[src/rtl/sf_clr_pkg.sv]
package sf_clr_pkg;
  localparam int unsigned CFG_BYTE_W = 8;

  // Most errors one frame can report per line rate (parity bits in play)
  localparam int unsigned MAX_ERR_SINGLE = 8;
  localparam int unsigned MAX_ERR_TRIPLE = 24;

  typedef enum logic {
    RATE_SINGLE = 1'b0,
    RATE_TRIPLE = 1'b1
  } line_rate_e;
endpackage

[src/rtl/sf_clr_cfg.sv]
module sf_clr_cfg
  import sf_clr_pkg::*;
#(
  parameter int unsigned WIN_BYTES = 3,
  parameter int unsigned THR_BYTES = 2,
  parameter logic [THR_BYTES*CFG_BYTE_W-1:0] THR_RESET = 'h40,
  localparam int unsigned NBYTES = WIN_BYTES + THR_BYTES
) (
  input  logic                         clk,
  input  logic                         rst_n,
  input  logic [NBYTES-1:0]            wr_en,
  input  logic [CFG_BYTE_W-1:0]        wr_data,
  output logic [NBYTES*CFG_BYTE_W-1:0] cfg_flat
);

  for (genvar g = 0; g < NBYTES; g++) begin : g_byte
    localparam logic [CFG_BYTE_W-1:0] RST_VAL =
      (g < WIN_BYTES) ? {CFG_BYTE_W{1'b1}}
                      : THR_RESET[(g - WIN_BYTES)*CFG_BYTE_W +: CFG_BYTE_W];
    logic [CFG_BYTE_W-1:0] byte_q;
    logic [CFG_BYTE_W-1:0] byte_d;

    always_comb begin
      byte_d = byte_q;
      if (wr_en[g]) byte_d = wr_data;
    end

    always_ff @(posedge clk or negedge rst_n) begin
      if (!rst_n) byte_q <= RST_VAL;
      else        byte_q <= byte_d;
    end

    assign cfg_flat[g*CFG_BYTE_W +: CFG_BYTE_W] = byte_q;
  end

endmodule

[src/rtl/sf_clr_win_timer.sv]
module sf_clr_win_timer #(
  parameter int unsigned WIN_W = 24
) (
  input  logic             clk,
  input  logic             rst_n,
  input  logic             restart,
  input  logic             run,
  input  logic             tick,
  input  logic [WIN_W-1:0] win_len,
  output logic             win_end
);

  logic [WIN_W-1:0] cnt_q;
  logic [WIN_W-1:0] cnt_d;
  logic [WIN_W-1:0] len_eff;
  logic [WIN_W:0]   cnt_inc;

  always_comb begin
    len_eff = (win_len == '0) ? WIN_W'(1) : win_len;
    cnt_inc = {1'b0, cnt_q} + (WIN_W+1)'(1);
    win_end = run && tick && (cnt_inc >= {1'b0, len_eff});
  end

  always_comb begin
    cnt_d = cnt_q;
    if (restart)          cnt_d = '0;
    else if (run && tick) cnt_d = cnt_inc[WIN_W-1:0];
  end

  always_ff @(posedge clk or negedge rst_n) begin
    if (!rst_n) cnt_q <= '0;
    else        cnt_q <= cnt_d;
  end

endmodule

[src/rtl/sf_clr_err_accum.sv]
module sf_clr_err_accum
  import sf_clr_pkg::*;
#(
  parameter int unsigned ERR_IN_W = 5,
  parameter int unsigned ACC_W    = 16
) (
  input  logic                clk,
  input  logic                rst_n,
  input  logic                restart,
  input  logic                run,
  input  line_rate_e          rate,
  input  logic                err_valid,
  input  logic [ERR_IN_W-1:0] err_count,
  output logic [ACC_W-1:0]    acc_upto
);

  localparam logic [ERR_IN_W-1:0] LIM_SINGLE = ERR_IN_W'(MAX_ERR_SINGLE);
  localparam logic [ERR_IN_W-1:0] LIM_TRIPLE = ERR_IN_W'(MAX_ERR_TRIPLE);

  logic [ACC_W-1:0]    acc_q;
  logic [ACC_W-1:0]    acc_d;
  logic [ERR_IN_W-1:0] lim;
  logic [ERR_IN_W-1:0] inc;
  logic [ACC_W:0]      sum;

  always_comb begin
    lim = (rate == RATE_TRIPLE) ? LIM_TRIPLE : LIM_SINGLE;
    inc = (err_count > lim) ? lim : err_count;
    sum = {1'b0, acc_q} + (ACC_W+1)'(inc);
    acc_upto = acc_q;
    if (run && err_valid) acc_upto = sum[ACC_W] ? {ACC_W{1'b1}} : sum[ACC_W-1:0];
  end

  always_comb begin
    acc_d = acc_q;
    if (restart)  acc_d = '0;
    else if (run) acc_d = acc_upto;
  end

  always_ff @(posedge clk or negedge rst_n) begin
    if (!rst_n) acc_q <= '0;
    else        acc_q <= acc_d;
  end

endmodule

[src/rtl/sf_clr_state.sv]
module sf_clr_state (
  input  logic clk,
  input  logic rst_n,
  input  logic sf_set,
  input  logic win_end,
  input  logic below_thr,
  output logic sf_q,
  output logic clr_pulse_q
);

  logic sf_d;
  logic clr_pulse_d;
  logic clear_now;

  always_comb begin
    clear_now   = sf_q && !sf_set && win_end && below_thr;
    clr_pulse_d = clear_now;
    sf_d        = sf_q;
    if (sf_set)         sf_d = 1'b1;
    else if (clear_now) sf_d = 1'b0;
  end

  always_ff @(posedge clk or negedge rst_n) begin
    if (!rst_n) begin
      sf_q        <= 1'b0;
      clr_pulse_q <= 1'b0;
    end else begin
      sf_q        <= sf_d;
      clr_pulse_q <= clr_pulse_d;
    end
  end

endmodule

[src/rtl/sf_clear_monitor.sv]
module sf_clear_monitor
  import sf_clr_pkg::*;
#(
  parameter int unsigned WIN_BYTES = 3,
  parameter int unsigned THR_BYTES = 2,
  parameter int unsigned ERR_IN_W  = 5,
  parameter int unsigned ACC_W     = 16,
  parameter logic [THR_BYTES*CFG_BYTE_W-1:0] THR_RESET = 'h40,
  localparam int unsigned WIN_W     = WIN_BYTES * CFG_BYTE_W,
  localparam int unsigned THR_W     = THR_BYTES * CFG_BYTE_W,
  localparam int unsigned CFG_BYTES = WIN_BYTES + THR_BYTES
) (
  input  logic                            clk,
  input  logic                            rst_n,
  input  logic [CFG_BYTES-1:0]            cfg_wr_en,
  input  logic [CFG_BYTE_W-1:0]           cfg_wr_data,
  output logic [CFG_BYTES*CFG_BYTE_W-1:0] cfg_rd_data,
  input  logic                            line_sts3,
  input  logic                            ms_tick,
  input  logic                            sf_set,
  input  logic                            err_valid,
  input  logic [ERR_IN_W-1:0]             err_count,
  output logic                            sf_active,
  output logic                            sf_clear_pulse
);

  logic [CFG_BYTES*CFG_BYTE_W-1:0] cfg_flat;
  logic [WIN_W-1:0] win_len;
  logic [THR_W-1:0] thr;
  logic [ACC_W-1:0] acc_upto;
  logic             run;
  logic             restart;
  logic             win_end;
  logic             below_thr;
  logic             sf_q;
  line_rate_e       rate;

  sf_clr_cfg #(
    .WIN_BYTES(WIN_BYTES), .THR_BYTES(THR_BYTES), .THR_RESET(THR_RESET)
  ) u_cfg (
    .clk(clk), .rst_n(rst_n), .wr_en(cfg_wr_en), .wr_data(cfg_wr_data),
    .cfg_flat(cfg_flat)
  );

  always_comb begin
    win_len   = cfg_flat[WIN_W-1:0];
    thr       = cfg_flat[WIN_W +: THR_W];
    rate      = line_sts3 ? RATE_TRIPLE : RATE_SINGLE;
    run       = sf_q && !sf_set;
    restart   = sf_set || win_end;
    below_thr = acc_upto < ACC_W'(thr);
  end

  sf_clr_win_timer #(.WIN_W(WIN_W)) u_timer (
    .clk(clk), .rst_n(rst_n), .restart(restart), .run(run),
    .tick(ms_tick), .win_len(win_len), .win_end(win_end)
  );

  sf_clr_err_accum #(.ERR_IN_W(ERR_IN_W), .ACC_W(ACC_W)) u_accum (
    .clk(clk), .rst_n(rst_n), .restart(restart), .run(run), .rate(rate),
    .err_valid(err_valid), .err_count(err_count), .acc_upto(acc_upto)
  );

  sf_clr_state u_state (
    .clk(clk), .rst_n(rst_n), .sf_set(sf_set), .win_end(win_end),
    .below_thr(below_thr), .sf_q(sf_q), .clr_pulse_q(sf_clear_pulse)
  );

  assign sf_active   = sf_q;
  assign cfg_rd_data = cfg_flat;

endmodule

[config.mk]
export PLATFORM = sky130hd
export DESIGN_NAME = sf_clear_monitor
export DESIGN_NICKNAME = d
export VERILOG_FILES = /design/src/rtl/sf_clr_pkg.sv /design/src/rtl/sf_clr_cfg.sv /design/src/rtl/sf_clr_win_timer.sv /design/src/rtl/sf_clr_err_accum.sv /design/src/rtl/sf_clr_state.sv /design/src/rtl/sf_clear_monitor.sv
export SDC_FILE = /design/constraint.sdc
export NUM_CORES = 1
export LEC_CHECK = 0
export BUFFER_PORTS_ARGS = -buffer_cell sky130_fd_sc_hd__buf_2
export CORE_MARGIN = 2
export CORE_UTILIZATION = 64
export DETAILED_ROUTE_END_ITERATION = 8
export MAX_ROUTING_LAYER = met4
export PLACE_DENSITY = 0.94
export SYNTH_ARGS = -nofsm -noshare
export SYNTH_HDL_FRONTEND = slang
export SYNTH_HIERARCHICAL = 1
export SYNTH_SLANG_ARGS = --single-unit
export TNS_END_PERCENT = 5
[constraint.sdc]
create_clock -name clk -period 8 [get_ports clk]
set_input_delay 0.8 -clock clk [delete_from_list [all_inputs] [get_ports clk]]
set_output_delay 0.8 -clock clk [all_outputs]
set_load 0.01 [all_outputs]
# Word-level counts from Yosys, hierarchy flattened
# Index checks and enable logic that the tools add are counted.
op_classes:
  order_cmp: 3
  n_addsub: 2
  reduce_logical: 12
  mux: 12
ops:
  columns: ["cell", "n"]
  rows:
  - ["two-way mux 24 bit", 3]
  - ["two-way mux 16 bit", 4]
  - ["adder 24 x 1 -> 25 bit (second input constant)", 1]
  - [">= comparator 25 x 24 -> 1 bit", 1]
  - ["zero test 24 bit", 1]
  - ["adder 16 x 5 -> 17 bit", 1]
  - ["< comparator 16 bit", 1]
  - ["two-way mux 5 bit", 2]
  - ["logical AND 1 bit", 6]
  - ["nonzero test 2 bit", 3]
  - ["greater-than comparator 5 bit", 1]
  - ["two-way mux 1 bit", 3]
  - ["zero test 1 bit", 1]
  - ["logical OR 1 bit", 1]
word_totals:
  out_inout_bits: 42
  register_bits: 82
  wordCells: 38

# Logic depth before layout (Yosys ltp)
# Gate-level depths: netlist (run 1).
depth:
  depth_word: 11
  mapped_depth: 20
  mapped_depth_nobuf: 18

# Cells and area by module
# Netlist (run 1), hierarchy kept.
modules_own_cells:
  columns: ["mod", "n_inst", "cells_each", "seq_area_each_um2", "area_each_um2"]
  rows:
  - ["sf_clr_win_timer", 1, 276, 600.6, 2275.9]
  - ["sf_clr_cfg", 1, 85, 1032.2, 1689.1]
  - ["sf_clr_err_accum", 1, 163, 400.4, 1393.8]
  - ["sf_clear_monitor", 1, 54, 0.0, 387.9]
  - ["sf_clr_state", 1, 5, 50.0, 73.8]

# Worst setup path before layout (run 1)
# Ideal clock, no wire load.
synth_path:
  kind: "input-to-reg"
  startpoint: "input port line_sts3"
  endpoint: "register u_state.sf_q"
  cell_stages: 19
  setup_ps: 118
  setup_slack_ps: 3692
  t_required_ps: 7882
  t_arrival_ps: 4190
  path_cell_list: "inv_1 ha_1 and2_1 nor2_1 and2_1 ha_1 fa_1 a211o_1 a21o_1 buf_2 nand3_4 a31oi_1 ha_1 a21o_1 a21o_1 a221o_1 a21oi_1 nand2_1 a21o_1"
synth_via:
  elab_chain_len: 10
synth_rtl:
  columns: ["element", "line_no", "rtl"]
  rows:
  - ["start: declaration", "sf_clear_monitor.sv:18", "input logic line_sts3,"]
  - ["two-way mux 1 bit (*)", "sf_clear_monitor.sv:48", "rate = line_sts3 ? RATE_TRIPLE : RATE_SINGLE;"]
  - ["two-way mux 5 bit (*)", "sf_clr_err_accum.sv:27", "lim = (rate == RATE_TRIPLE) ? LIM_TRIPLE : LIM_SINGLE;"]
  - ["greater-than comparator 5 bit", "sf_clr_err_accum.sv:28", "inc = (err_count > lim) ? lim : err_count;"]
  - ["two-way mux 5 bit (*)", "sf_clr_err_accum.sv:28", null]
  - ["adder 16 x 5 -> 17 bit (*)", "sf_clr_err_accum.sv:29", "sum = {1'b0, acc_q} + (ACC_W+1)'(inc);"]
  - ["two-way mux 16 bit (*) (2 in series)", "sf_clr_err_accum.sv:31", "if (run && err_valid) acc_upto = sum[ACC_W] ? {ACC_W{1'b1}} : sum[ACC_W-1:0];"]
  - ["net acc_upto[13]", "sf_clear_monitor.sv:30", "logic [ACC_W-1:0] acc_upto;"]
  - ["< comparator 16 bit (*)", "sf_clear_monitor.sv:51", "below_thr = acc_upto < ACC_W'(thr);"]
  - ["net below_thr", "sf_clear_monitor.sv:34", "logic below_thr;"]
  - ["logical AND 1 bit (*)", "sf_clr_state.sv:16", "clear_now = sf_q && !sf_set && win_end && below_thr;"]
  - ["nonzero test 2 bit (no line) (*)", null, null]
  - ["end signal: assignment", "sf_clr_state.sv:25", "sf_q <= 1'b0;"]
  - ["end signal: assignment", "sf_clr_state.sv:28", "sf_q <= sf_d;"]
  - ["end: declaration", "sf_clr_state.sv:7", "output logic sf_q,"]
# The timed path passes the listed nets; every way through them passes the cells marked *.
# A chain may end at the register's enable or synchronous reset.

# Worst setup path in the final report (run 1)
layout_path:
  startpoint: "register u_timer.cnt_q[0]"
  endpoint: "register u_accum.acc_q[10]"
layout_via:
  elab_chain_len: 5
  elab_cells_between_ends: 6
layout_rtl:
  columns: ["element", "line_no", "rtl"]
  rows:
  - ["start: declaration", "sf_clr_win_timer.sv:13", "logic [WIN_W-1:0] cnt_q;"]
  - ["start signal: assignment", "sf_clr_win_timer.sv:32", "else cnt_q <= cnt_d;"]
  - ["adder 24 x 1 -> 25 bit (*)", "sf_clr_win_timer.sv:20", "cnt_inc = {1'b0, cnt_q} + (WIN_W+1)'(1);"]
  - [">= comparator 25 x 24 -> 1 bit (*)", "sf_clr_win_timer.sv:21", "win_end = run && tick && (cnt_inc >= {1'b0, len_eff});"]
  - ["logical AND 1 bit (*)", "sf_clr_win_timer.sv:21", null]
  - ["net win_end", "sf_clear_monitor.sv:33", "logic win_end;"]
  - ["logical OR 1 bit (*)", "sf_clear_monitor.sv:50", "restart = sf_set || win_end;"]
  - ["net restart", "sf_clear_monitor.sv:32", "logic restart;"]
  - ["two-way mux 16 bit / nonzero test 2 bit (equally long branches)", null, null]
  - ["end signal: assignment", "sf_clr_err_accum.sv:41", "if (!rst_n) acc_q <= '0;"]
  - ["end signal: assignment", "sf_clr_err_accum.sv:42", "else acc_q <= acc_d;"]
  - ["end: declaration", "sf_clr_err_accum.sv:20", "logic [ACC_W-1:0] acc_q;"]
# Marked as above.

==> metrics list, run 1 <==
* Hold bufs inserted after CTS: 0
- For the worst setup path, the data arrival time is 4.85 ns.
- The number of nets handed over by synthesis was 654.
- The complex-gate fraction of the synthesized area was 0.119.
- The tree is rooted in a sky130_fd_sc_hd__clkbuf_8.
- Post-synthesis sequential element count: 82
* Post-layout instance count excluding filler cells: 749
- In this run the critical register-to-register path is launched from u_timer/cnt_q[0].
- Setup repair after global routing left no endpoint under its margin.
- At the later pin of the worst-skew pair, clock insertion delay measures 0.35 ns.
* XOR/XNOR share of the synthesized area: 0.0647
- In this run the post-CTS setup repair buffer count came out at 0.
- In the routed design, unresolved DRC markers number 0.
* R2r endpoint: u_accum/acc_q[10]
* Cell types occupying the most area after synthesis: sky130_fd_sc_hd__dfrtp_1 (25%), sky130_fd_sc_hd__dfstp_2 (11%), sky130_fd_sc_hd__mux2_4 (10%), sky130_fd_sc_hd__ha_1 (9.9%), sky130_fd_sc_hd__xnor2_1 (3.3%)
- Height of the die: 99.4 um
- Max-cap violations in this run came to 0.
- Yosys top cell by area: sky130_fd_sc_hd__dfrtp_1
- WHS Path Cells: 1
* Leak pwr: 3.09 nW
- Of the cells placed in the final design, the portion with a size suffix greater than 1 is 0.264.
* Final Max Slew Viols: 0
- TNS Setup: 0 ns
- Global route total overflow: 0
* Layout Skew: 0.0143 ns
- Count of nets after finishing: 707
* Pwr dens: 160 nW/um2
- Combinational share of power: 0.195
- The number of global-route vias before repair was 4939.
* Post-synthesis share of cell area spent on full adders, half adders and majority gates: 0.102
* Count of port buffers added during placement: 65
* Final Hold Violating Endpoints: 0
- Peak clock frequency supported by timing: 214 MHz
- Starting DRT DRC Count: 349
- At the pin with the least slew margin, the transition time is 1.02 ns.
- After clock tree synthesis, the clock-pin slew on the worst setup and hold paths is 0.08 ns.
- The total area inside the core boundary comes to 8760 um2.
* Post-synthesis async set-or-reset flop share: 1.00
- The die covers 9870 um2.
* Initial antenna violation count: 0
- The share of the Yosys chip area taken by registers is 0.358.
- Fraction of the cycle the final worst path needs: 0.585
- Along the worst path, the maximum fanout reaches 40.
- Post-detail-place hpwl: 10500 um
- Final antenna-violating net count: 0
- Result of the run: finished clean
- The synthesized netlist contains 67 unique library cells.
* Number of buffers inserted during clock tree synthesis: 9
- Vias per cell: 6.50
- The worst register-to-register path has a setup slack of 3.32 ns.
- Leading post-synthesis cells by instance count: sky130_fd_sc_hd__dfrtp_1 (57), sky130_fd_sc_hd__ha_1 (46), sky130_fd_sc_hd__inv_1 (46)
- Of the total power, the share spent switching nets is 0.287.
- The worst hold path terminates at u_cfg/g_byte[4].byte_q[2].
- The critical path is of the reg -> reg type.
- TritonCTS clock tree: done
* Post-synthesis mux area share: 0.105
- The pre-antenna-repair detailed-routing pass consisted of 5 iterations.
* Post-CTS sizing: 0
- Num ports: 66
- Post-synthesis cell count: 583
- Clock network power share: 0.331
- Post-Route WL: 14600 um
- Layout overhead on the synthesized area: 8.60%
- Source of the worst hold timing path: u_cfg/g_byte[4].byte_q[2]
* Last weighted congestion value of the routability-driven placer: 0.983
* Count of endpoints failing setup in the final report: 0
- The number of antenna diodes in the final layout is 0.
- Internal power comes to 0.722 mW.
- Summed over all nets, the switching power comes to 0.291 mW.
* Max Root-Sink Buffers: 2
- Starting density of the core: 0.664
- Of the total synthesized cell area, the portion taken by AND, OR, NAND and NOR gates is 0.189.
- Largest family of logic cells by synthesized area: simple AND/OR/NAND/NOR gates
- Prevailing post-synth register cell: sky130_fd_sc_hd__dfrtp_1
- Number of fill cells: 608
- The share of total power dissipated in sequential elements is 0.474.
- Count of warnings emitted by yosys: 6
- CP startpoint kind: flop
- Entering global routing, the biggest net connects 83 pins.
* Crit end category: flop
- Tot GR Track Use: 0.313
- Per-cell routed wire length: 19.4 um
- Subtracting the final worst setup slack from the clock period gives 4.68 ns.
- Post-synth top area share: 0.245
- Global-route wire length before repair: 23900 um
* Fraction of the core area covered by cells at the end of the flow: 0.721
* Data required time of the worst path: 8.17 ns
- Among all cell types in the netlist, the one instantiated most often is sky130_fd_sc_hd__dfrtp_1.
* Avg Cell Area, Syn: 9.98 um2
- The synthesized design contains 0 enable-type register cells.
- In this run the cell area of the synthesized design comes to 5820 um2.
- Post-route worst hold slack: 0.543 ns
- IR analysis of the VDD net gives a maximum drop of 120 uV.
- Max transition margin: 0.318
* Width of the chip: 99.4 um
- Placed Cells: 733
* Vias after detailed routing: 4872
- The worst hold path belongs to the class reg -> reg.
* Clock sink total: 82
* Row Count: 34
- The clock tree synthesis step divided the H-tree into 3 levels.
* Number of cells on the worst reg-to-reg path: 14
sequential cells by signal (all words and copies together) (netlist names):
signal,flops
u_timer/cnt_q,24
u_cfg/g_byte.byte_q,40
u_state/sf_q,1
u_accum/acc_q,16
u_state/clr_pulse_q,1
power groups by stage:
stage | Combinational [mW] | Sequential [mW] | Clock (mW)
after floorplan | 0.120 | 0.486 | 0
after global placement | 0.181 | 0.486 | 0
after detailed placement | 0.193 | 0.487 | 0
after CTS | 0.196 | 0.479 | 0.338
after global routing | 0.215 | 0.483 | 0.356
final | 0.198 | 0.481 | 0.335
cells by family (layout without fill, tap and decap cells):
family,count (synthesis),after routing
AO/OA/AOI/OAI,101,101
adder cells (fa/ha/maj),47,47
flip-flops,82,82
buffers and inverters,70,128
multiplexers,41,41
AND/OR/NAND/NOR,199,199
XOR/XNOR,43,43
layout make-up:
| type | count | area [um2] | share of cell area |
|---|---|---|---|
| well taps | 108 | 135 | 0.0214 |
| clock inverters | 5 | 77.6 | 0.0123 |
| inverters | 46 | 173 | 0.0273 |
| repair buffers | 66 | 335 | 0.0530 |
| flip-flops and latches | 82 | 2080 | 0.330 |
| multi-input cells | 431 | 3380 | 0.534 |
| clock buffers | 11 | 141 | 0.0224 |
through the flow:
| step | area, um2 | power (mW) | setup WS [ns] |
|---|---|---|---|
| floorplan | 5820 | 0.607 | 3.69 |
| global placement | 6100 | 0.667 | 3.35 |
| detailed placement | 6100 | 0.679 | 3.14 |
| CTS | 6320 | 1.01 | 3.37 |
| global route | 6320 | 1.05 | 3.10 |
| finish | 6320 | 1.01 | 3.32 |
layout by cell type, fill, tap and decap left out, types with 3 or more instances in the layout:
master	n
sky130_fd_sc_hd__a211o_1	3
sky130_fd_sc_hd__a211oi_1	11
sky130_fd_sc_hd__a21o_1	9
sky130_fd_sc_hd__a21oi_1	26
sky130_fd_sc_hd__a31oi_1	12
sky130_fd_sc_hd__and2_1	9
sky130_fd_sc_hd__and3_1	6
sky130_fd_sc_hd__and4_1	4
sky130_fd_sc_hd__buf_2	64
sky130_fd_sc_hd__clkbuf_8	10
sky130_fd_sc_hd__dfrtp_1	57
sky130_fd_sc_hd__dfstp_2	25
sky130_fd_sc_hd__ha_1	46
sky130_fd_sc_hd__inv_1	46
sky130_fd_sc_hd__mux2_4	40
sky130_fd_sc_hd__nand2_1	37
sky130_fd_sc_hd__nand3_1	19
sky130_fd_sc_hd__nand4_1	15
sky130_fd_sc_hd__nor2_1	41
sky130_fd_sc_hd__nor2b_1	5
sky130_fd_sc_hd__nor3_1	20
sky130_fd_sc_hd__nor4_1	14
sky130_fd_sc_hd__nor4_2	3
sky130_fd_sc_hd__o21a_1	4
sky130_fd_sc_hd__o21ai_0	12
sky130_fd_sc_hd__or3_1	6
sky130_fd_sc_hd__xnor2_1	22
sky130_fd_sc_hd__xor2_1	21
worst max path at each step:
stage	from	endpoint	slack, ns	depth (start not counted)
finish	u_timer/cnt_q[0]	u_accum/acc_q[10]	3.32	14
global route	u_timer/cnt_q[0]	u_accum/acc_q[10]	3.10	14
CTS	u_timer/cnt_q[0]	u_accum/acc_q[0]	3.37	14
detailed placement	line_sts3	u_state/sf_q	3.14	19
global placement	line_sts3	u_state/sf_q	3.35	19
floorplan	line_sts3	u_state/sf_q	3.69	19
critical path, stage by stage, from the launching register on:
cell	delay, ns
sky130_fd_sc_hd__dfrtp_1	0.43
sky130_fd_sc_hd__ha_1	0.27
sky130_fd_sc_hd__nand2_1	0.16
sky130_fd_sc_hd__or4_4	0.55
sky130_fd_sc_hd__nor3_2	0.26
sky130_fd_sc_hd__nand3_1	0.12
sky130_fd_sc_hd__xnor2_1	0.16
sky130_fd_sc_hd__ha_1	0.34
sky130_fd_sc_hd__nand4_1	0.15
sky130_fd_sc_hd__or3_1	0.37
sky130_fd_sc_hd__a2111oi_0	0.41
sky130_fd_sc_hd__o21ai_0	0.17
sky130_fd_sc_hd__o211ai_1	0.17
sky130_fd_sc_hd__or2_2	0.75
sky130_fd_sc_hd__a211oi_1	0.15
routing by layer:
| layer | wire length [um] | GRT usage | vias to the layer above |
|---|---|---|---|
| met4 | 473 | 0.121 | 0 |
| li1 | - | - | 2204 |
| met1 | 6100 | 0.402 | 2366 |
| met3 | 1150 | 0.0583 | 50 |
| met5 | 0 | - | - |
| met2 | 6840 | 0.495 | 252 |
Power figures use the tool's default switching activity.
==> run 2, diff against run 1 <==
CORE_UTILIZATION = 54   (was 64)
PLACE_DENSITY = 0.85   (was 0.94)
clock period = 3.95 ns   (was 8 ns; I/O delays follow)
==> metrics list, run 2 (synthesis results as in run 1) <==
* Fraction of final layout cells sized beyond drive strength 1: 0.320 (+0.0564)
- Power, Total: 2.04 mW (+100%)
* Met2 track demand over resource: 0.420 (-0.0753)
- Clock sink total: 82 (unchanged)
- Category of the most critical setup path: reg -> reg
- The quantity of I/O buffers inserted on ports is 65 (unchanged).
* Global route total overflow: 0 (unchanged)
- Largest registers in the final layout: u_cfg/g_byte.byte_q x40, u_timer/cnt_q x24, u_accum/acc_q x16
- Max FFs per register: 40 (unchanged)
- Initial antenna violation count: 1 (+1)
* CP startpoint kind: flop
- The clock transition at the registers of the reported paths came to 0.10 ns (+0.02 ns).
- The worst slew margin relative to its limit was 0.312 (-0.00600).
- Final antenna-violating net count: 0 (unchanged)
- The worst hold slack after final layout was 0.210 ns (-0.333 ns).
* Register containing the most flip-flops in the final layout: u_cfg/g_byte.byte_q
- The cell count after placement came to 796 (+8.6%).
* Fraction of the core area covered by cells at the end of the flow: 0.645 (-0.0765)
- Cell Area, Placed: 6420 um2 (+5.3%)
- Data required time of the worst path: 4.21 ns (-3.96 ns)
- Crit end category: flop
- Die outline area: 11600 um2 (+18%)
- The number of buffers created by CTS was 9 (unchanged).
* Largest net degree at the start of global routing: 83 (unchanged)
- Pin slew with the least headroom to its limit: 1.03 ns (+0.00899 ns)
* Layout overhead on the synthesized area: 15.4%
* TritonRoute pass-1 iters: 6 (+1)
* Vias per cell: 6.08 (-6.5%)
- HP Class: in -> async
- The flow ran to the end, and the final reports show no timing, DRC or antenna violations.
- Final Hold Violating Endpoints: 0 (unchanged)
* CP Max Fanout: 16 (-60%)
* DRC violation count after routing: 0 (unchanged)
- The worst clock skew is 0.0118 ns (-0.00257 ns).
- Data arrival time at the worst-slack endpoint: 4.11 ns (-0.74 ns)
- Count of nets after finishing: 744 (+5.2%)
* Shortest clock period the worst path allows after layout: 3.85 ns (-0.827 ns)
- The count of final setup violators came to 0 (unchanged).
- Fraction of the cycle the final worst path needs: 0.975 (+0.390)
- Commonest non-fill, non-tap cells in the layout: sky130_fd_sc_hd__buf_2 (64), sky130_fd_sc_hd__dfrtp_1 (56), sky130_fd_sc_hd__inv_1 (46), sky130_fd_sc_hd__ha_1 (46), sky130_fd_sc_hd__nor2_1 (41)
* Hold bufs inserted after CTS: 0 (unchanged)
- The leakage power came to 3.31 nW (+7.1%).
- Clock latency reported for the late side of the worst-skew pair: 0.37 ns (+0.02 ns)
- Starting DRT DRC Count: 334 (-4.3%)
- The maximum level of the CTS H-tree is 3 (unchanged).
- The first-pass GRT wire length came to 23900 um (unchanged).
- Largest voltage drop on the vdd net: 188 uV (+57%)
- Last weighted congestion value of the routability-driven placer: 0.936 (-4.8%)
- Post-layout instance count excluding filler cells: 815 (+8.8%)
- The number of violations of the max-capacitance limit is 0 (unchanged).
- Number of fill cells: 822 (+35%)
* Most common cell after layout, fill and taps aside: sky130_fd_sc_hd__buf_2
- Starting density of the core: 0.559 (-0.105)
- Num ports: 66 (unchanged)
- The global routing usage on met1 is 0.361 (-0.0412).
- Final Max Slew Viols: 0 (unchanged)
- The power per cell area was 303 nW/um2 (+89%).
* Total non-filler cell area in the finished layout: 6720 um2 (+6.3%)
- TritonCTS built the clock tree.
- GRT met3 Usage: 0.0357 (-0.0226)
* Peak clock frequency supported by timing: 260 MHz (+21%)
- Core Footprint: 10400 um2 (+19%)
- The total global-route track usage was 0.272 (-0.0412).
- Post-Route WL: 15000 um (+3.1%)
* RSZ-0062 raised after global routing: true
- Most Crowded Layer GR: met2
* Number of global-route vias before repair: 4824 (-2.3%)
* Max Root-Sink Buffers: 2 (unchanged)
* Per-cell routed wire length: 18.4 um (-5.3%)
- Width of the chip: 108 um (+8.5%)
* Vias after detailed routing: 4956 (+1.7%)
* Post-detail-place hpwl: 10900 um (+3.9%)
* Height of the die: 108 um (+8.5%)
- Row Count: 37 (+8.8%)
* CTS Root Cell: sky130_fd_sc_hd__clkbuf_8
run 2: layer usage:
metal	routed length (um)	share of wire
met1	6410	0.43
met2	7030	0.47
met3	1110	0.074
met4	461	0.031
met5	0	0
run 2: worst max-delay path, cell delays in order (launching register included):
cell and delay (ns):
sky130_fd_sc_hd__dfrtp_1 0.37, sky130_fd_sc_hd__ha_1 0.18, sky130_fd_sc_hd__nand2_1 0.08, sky130_fd_sc_hd__or4_4 0.61, sky130_fd_sc_hd__nor3_2 0.22, sky130_fd_sc_hd__xor2_1 0.17
sky130_fd_sc_hd__ha_1 0.26, sky130_fd_sc_hd__a21o_1 0.16, sky130_fd_sc_hd__a21oi_1 0.32, sky130_fd_sc_hd__o41ai_4 0.16, sky130_fd_sc_hd__o31ai_1 0.28, sky130_fd_sc_hd__o211ai_1 0.22
sky130_fd_sc_hd__or2_4 0.33, sky130_fd_sc_hd__buf_12 0.16, sky130_fd_sc_hd__a211oi_1 0.23
run 2: path summary, 6_finish.rpt:
kind	startpoint	end	slack [ns]	cells past startpoint
max	u_timer/cnt_q[0]	u_accum/acc_q[10]	0.10	14
min	rst_n	u_timer/cnt_q[22]	0.21	1
max reg2reg	u_timer/cnt_q[0]	u_accum/acc_q[10]	0.10	14
min reg2reg	u_cfg/g_byte[4].byte_q[0]	u_cfg/g_byte[4].byte_q[0]	0.55	1
max in group asynchronous	rst_n	u_timer/cnt_q[3]	3.04	1
min in group clk	sf_set	u_state/clr_pulse_q	0.25	2
run 2: timing repair:
item / in CTS / in global routing
endpoints found under the hold margin: 0 / 0
gates resized for setup: 1 / 15
setup buffers: 0 / 2
setup endpoints to repair: 35 / 42
pin swaps: 0 / 6
run 2: per-stage QoR:
| step | setup TNS (ns) | setup slack [ns] |
|---|---|---|
| floorplan | 0 | 0.0197 |
| global placement | -0.121 | -0.0954 |
| detailed placement | -0.389 | -0.230 |
| CTS | 0 | 0.0363 |
| global route | -0.0201 | -0.00930 |
| finish | 0 | 0.101 |
run 2: report_power, final:
| part | switching [mW] | internal, mW |
|---|---|---|
| Sequential | 0.0634 | 0.909 |
| Combinational | 0.228 | 0.199 |
| Clock | 0.341 | 0.296 |
| Total | 0.632 | 1.40 |
run 2: final cells by class:
class | count | area [um2] | share of cell area
clock inverters | 7 | 77.6 | 0.0115
repair buffers | 103 | 638 | 0.0950
clock buffers | 9 | 124 | 0.0184
flip-flops and latches | 82 | 2080 | 0.310
diodes | 1 | 2.50 | 0.000373
inverters | 46 | 173 | 0.0257
multi-input cells | 431 | 3450 | 0.513
well taps | 136 | 170 | 0.0253
==> run 3, diff against run 2 <==
CORE_UTILIZATION = 53   (was 54)
SYNTH_HIERARCHICAL = default   (was 1)
==> metrics list, run 3 <==
- The number of hold buffers added after cts was 0 (unchanged).
- CTS Root Cell: sky130_fd_sc_hd__clkbuf_8
- The delay contributed by the slowest stage of the critical path was 0.58 ns (-0.03 ns).
* Net switching fraction of the power: 0.301 (-0.00969)
- TritonCTS clock tree: done
- CP startpoint kind: flop
- Global route total overflow: 0 (unchanged)
* Sequential fraction of design power: 0.508 (+0.031)
- The total global-route track usage came to 0.275 (+0.00288).
- The number of synthesized register bits was 82 (unchanged).
- The leakage power was 3.17 nW (-4.3%).
* Mapped Area: 5350 um2 (-8.2%)
* Number of global-route vias before repair: 4729 (-2.0%)
* Width of the chip: 104 um (-3.1%)
* Layout Skew: 0.00930 ns (-0.00246 ns)
- The largest net degree at the start of global routing came to 83 (unchanged).
* Crit path cell chain: nand2_1 > or4_4 > buf_4 > nor3_4 > xor2_1 > ha_1 > nand4_1 > or4_4 > o41ai_4 > a31oi_4 > buf_4 > a41o_1 > a22o_1
- The antenna diode count was 0 (-1).
* Depth of the critical timing path with buffers and inverters included: 13 (-1)
- Clock network power share: 0.305 (-0.008)
- The number of library cell types mapped by synthesis is 53 (-21%).
- The detailed-route wire length per cell was 18.2 um (-1.4%).
- In the final layout, the registers with the most flip-flops are u_cfg.g_byte.byte_q x40, u_timer.cnt_q x24, u_accum.acc_q x16.
* Cell types occupying the most area after synthesis: sky130_fd_sc_hd__dfrtp_1 (27%), sky130_fd_sc_hd__dfstp_2 (12%), sky130_fd_sc_hd__ha_1 (11%), sky130_fd_sc_hd__o21ai_0 (5.0%), sky130_fd_sc_hd__nand2_1 (4.8%)
- Final Hold Violating Endpoints: 0 (unchanged)
* Peak clock frequency supported by timing: 259 MHz (-0.37%)
- Post-detail-place hpwl: 10800 um (-0.71%)
* Yosys top cell by area: sky130_fd_sc_hd__dfrtp_1
- Count of flip-flops with a built-in enable after synthesis: 0 (unchanged)
- Smallest setup slack after layout: 0.0865 ns (-0.0142 ns)
- The worst hold slack after final layout was 0.188 ns (-0.0219 ns).
- The fraction of power consumed by combinational cells was 0.187 (-0.023).
* CP Max Fanout: 7 (-9)
- The quantity of I/O buffers inserted on ports came to 65 (unchanged).
* Buffers and inverters on the worst path: 2 (+1)
- Height of the die: 104 um (-3.1%)
- Avg Cell Area, Syn: 9.09 um2 (-8.9%)
- Die outline area: 10900 um2 (-6.2%)
* Last weighted congestion value of the routability-driven placer: 1.00 (+6.9%)
* Commonest non-fill, non-tap cells in the layout: sky130_fd_sc_hd__nand2_1 (69), sky130_fd_sc_hd__buf_2 (64), sky130_fd_sc_hd__dfrtp_1 (57)
- The number of flip-flops in the largest register came to 40 (unchanged).
- Starting density of the core: 0.547 (-0.0119)
* Crit end category: flop
- The placeable core region is 9770 um2 (-6.2%).
- Category of the most critical setup path: reg -> reg
* Clock latency reported for the late side of the worst-skew pair: 0.36 ns (about the same)
- Result of the run: finished clean
- The data required time of the worst path was 4.20 ns (about the same).
- The pin slew with the least headroom to its limit was 1.01 ns (-0.0204 ns).
* Vias per cell: 6.22 (+2.3%)
- The top-level port count came to 66 (unchanged).
- The commonest cells after synthesis are sky130_fd_sc_hd__nand2_1 (69), sky130_fd_sc_hd__dfrtp_1 (57), sky130_fd_sc_hd__o21ai_0 (53).
- The proportion of synthesized flip-flops having asynchronous set or reset was 1.00 (unchanged).
* Placement Setup Slack: -0.410 ns (-0.180 ns)
* Count of nets after finishing: 745 (+0.13%)
- DRC violation count after routing: 0 (unchanged)
- The logic depth of the worst register-to-register path was 13 (-1).
- Count of warnings emitted by yosys: 0 (-6)
- The first-pass iteration count of the detailed router was 6 (unchanged).
- The share of cells above drive strength 1 came to 0.247 (-0.0726).
- The maximum buffer depth of the clock tree came to 2 (unchanged).
- The total power came to 1.84 mW (-9.4%).
- Layout overhead on the synthesized area: 17.3%
- The part of the cycle the worst path needs is 0.978 (+0.00360).
- Leaving out fill and tap cells, the most frequent cell in the layout is sky130_fd_sc_hd__nand2_1.
- Count of endpoints failing setup in the final report: 0 (unchanged)
* Pwr dens: 294 nW/um2 (-3.0%)
* Starting DRT DRC Count: 550 (+65%)
- The min-delay analysis places its worst path in the category in -> async.
- Kind of cell with the highest combined delay on the critical path: simple AND/OR/NAND/NOR gates
- Initial antenna violation count: 0 (-1)
* Global-route wire length before repair: 23300 um (-2.7%)
- Clock sink total: 82 (unchanged)
- Data arrival time at the worst-slack endpoint: 4.11 ns (about the same)
- Number of buffers inserted during clock tree synthesis: 9 (unchanged)
- The number of cell rows came to 36 (-2.7%).
- R2r endpoint: u_timer.cnt_q[10]
* Largest voltage drop on the vdd net: 151 uV (-20%)
- The count of vias placed by the detailed router came to 5053 (+2.0%).
- Number of maximum-capacitance constraint violations: 0 (unchanged)
* Post-Route WL: 14700 um (-1.8%)
* Register-to-register setup slack: 0.09 ns (about the same)
- Setup repair after global routing could not meet its margin everywhere.
- The register with the most flip-flops in the final layout is u_cfg.g_byte.byte_q.
- The design internal power was 1.29 mW (-8.2%).
- The maximum level of the CTS H-tree came to 3 (unchanged).
* Shortest clock period the worst path allows after layout: 3.86 ns (+0.0142 ns)
- Critical Path Slowest Stage Cell: sky130_fd_sc_hd__or4_4
* Leading cell type by number of instances after synthesis: sky130_fd_sc_hd__nand2_1
* Clock transition at the registers of the reported paths: 0.08 ns (-0.02 ns)
- Post-synthesis cell count: 588 (+0.86%)
* Prevailing post-synth register cell: sky130_fd_sc_hd__dfrtp_1
- Final antenna-violating net count: 0 (unchanged)
- Post-synth top area share: 0.267 (+0.0218)
* Max transition margin: 0.326 (+0.0136)
* Launching instance or port of the critical path: u_timer.cnt_q[0]
- Proportion of synthesized chip area in sequential cells: 0.390 (+0.0318)
- Final Max Slew Viols: 0 (unchanged)
* Synthesized net count: 659 (+0.76%)
* Power dissipated by switching net loads: 0.555 mW (-12%)
* Reg-to-reg startpoint: u_timer.cnt_q[0]
[run 3: changes by cell type in the layout (fill, tap and decap cells not counted), sizes merged, moves of 8 or more]
cell   previous run  this run
o21ai            13        55
mux2             41         4
nand2            37        70
nor3             22         4
a22o              0        15
nor2             41        30
a31oi            14         4
nor4             17         7
a32oi             0         8
a41o              0         8
and3              7        15
xor2             21        13
[run 3: final cells by class]
cell class | count | area, um2
multi-input combinational | 433 | 3080
clock buffer | 13 | 159
fill | 736 | 3500
tap | 133 | 166
clock inverter | 3 | 15.0
timing repair buffer | 98 | 579
sequential | 82 | 2080
inverter | 50 | 188
[run 3: how the worst max path moves through the flow]
stage	slack [ns]	end
after CTS	-0.01	u_accum.acc_q[3]
after global placement	-0.10	u_state.sf_q
final	0.09	u_timer.cnt_q[10]
after global routing	-0.03	u_timer.cnt_q[10]
after floorplan	0.02	u_state.sf_q
after detailed placement	-0.41	u_state.sf_q
[run 3: logic make-up (layout without fill, tap and decap cells)]
logic type | after synthesis | count (layout) | share of synthesized area
buffers and inverters | 73 | 164 | 0.0557
XOR/XNOR | 28 | 28 | 0.0459
flip-flops | 82 | 82 | 0.390
multiplexers | 6 | 6 | 0.0122
adder cells (fa/ha/maj) | 47 | 47 | 0.111
AND/OR/NAND/NOR | 197 | 197 | 0.190
AO/OA/AOI/OAI | 155 | 155 | 0.195
[run 3: power by group through the flow]
stage                     Combinational [mW]  Sequential, mW  Clock, mW
after floorplan                        0.167           0.962          0
after CTS                              0.333           0.935      0.564
after detailed placement               0.328           0.951          0
after global routing                   0.380           0.941      0.611
after global placement                 0.310           0.948          0
final                                  0.345           0.937      0.563
[run 3: timing repair]
| item | in CTS | in global routing |
|---|---|---|
| cloned | 0 | 0 |
| hold endpoints to repair | 0 | 0 |
| endpoints found under the setup margin | 17 | 39 |
| pin swaps | 0 | 4 |
| buffers inserted | 0 | 2 |
| resized for setup | 4 | 21 |
[run 3: worst register-to-register path: cells and delay by family (launching register included)]
family | cells | cell delay, ns
AOI/OAI and AO/OA | 4 | 0.91
adders and majority gates | 1 | 0.31
xor gates and xnor gates | 1 | 0.12
DFF | 1 | 0.46
and+or+nand+nor | 5 | 1.58
buffers and inverters | 2 | 0.38
[run 3: per-stage QoR]
step | std cells | TNS [ns] | utilization | instance area (um2)
4_1_cts | 810 | -0.0134 | 0.630 | 6150
3_3_place_gp | 794 | -0.352 | 0.610 | 5960
2_1_floorplan | 588 | 0 | - | 5350
5_1_grt | 812 | -0.119 | 0.641 | 6270
3_5_place_dp | 794 | -2.17 | 0.610 | 5960
6_report | 812 | 0 | 0.641 | 6270
[run 3: routing by layer]
| layer | up-vias | wire [um] | global-route usage |
|---|---|---|---|
| met4 | 0 | 482 | 0.115 |
| met1 | 2409 | 6250 | 0.368 |
| met3 | 53 | 1240 | 0.0501 |
| met2 | 288 | 6770 | 0.411 |
| met5 | - | 0 | - |
| li1 | 2303 | - | - |
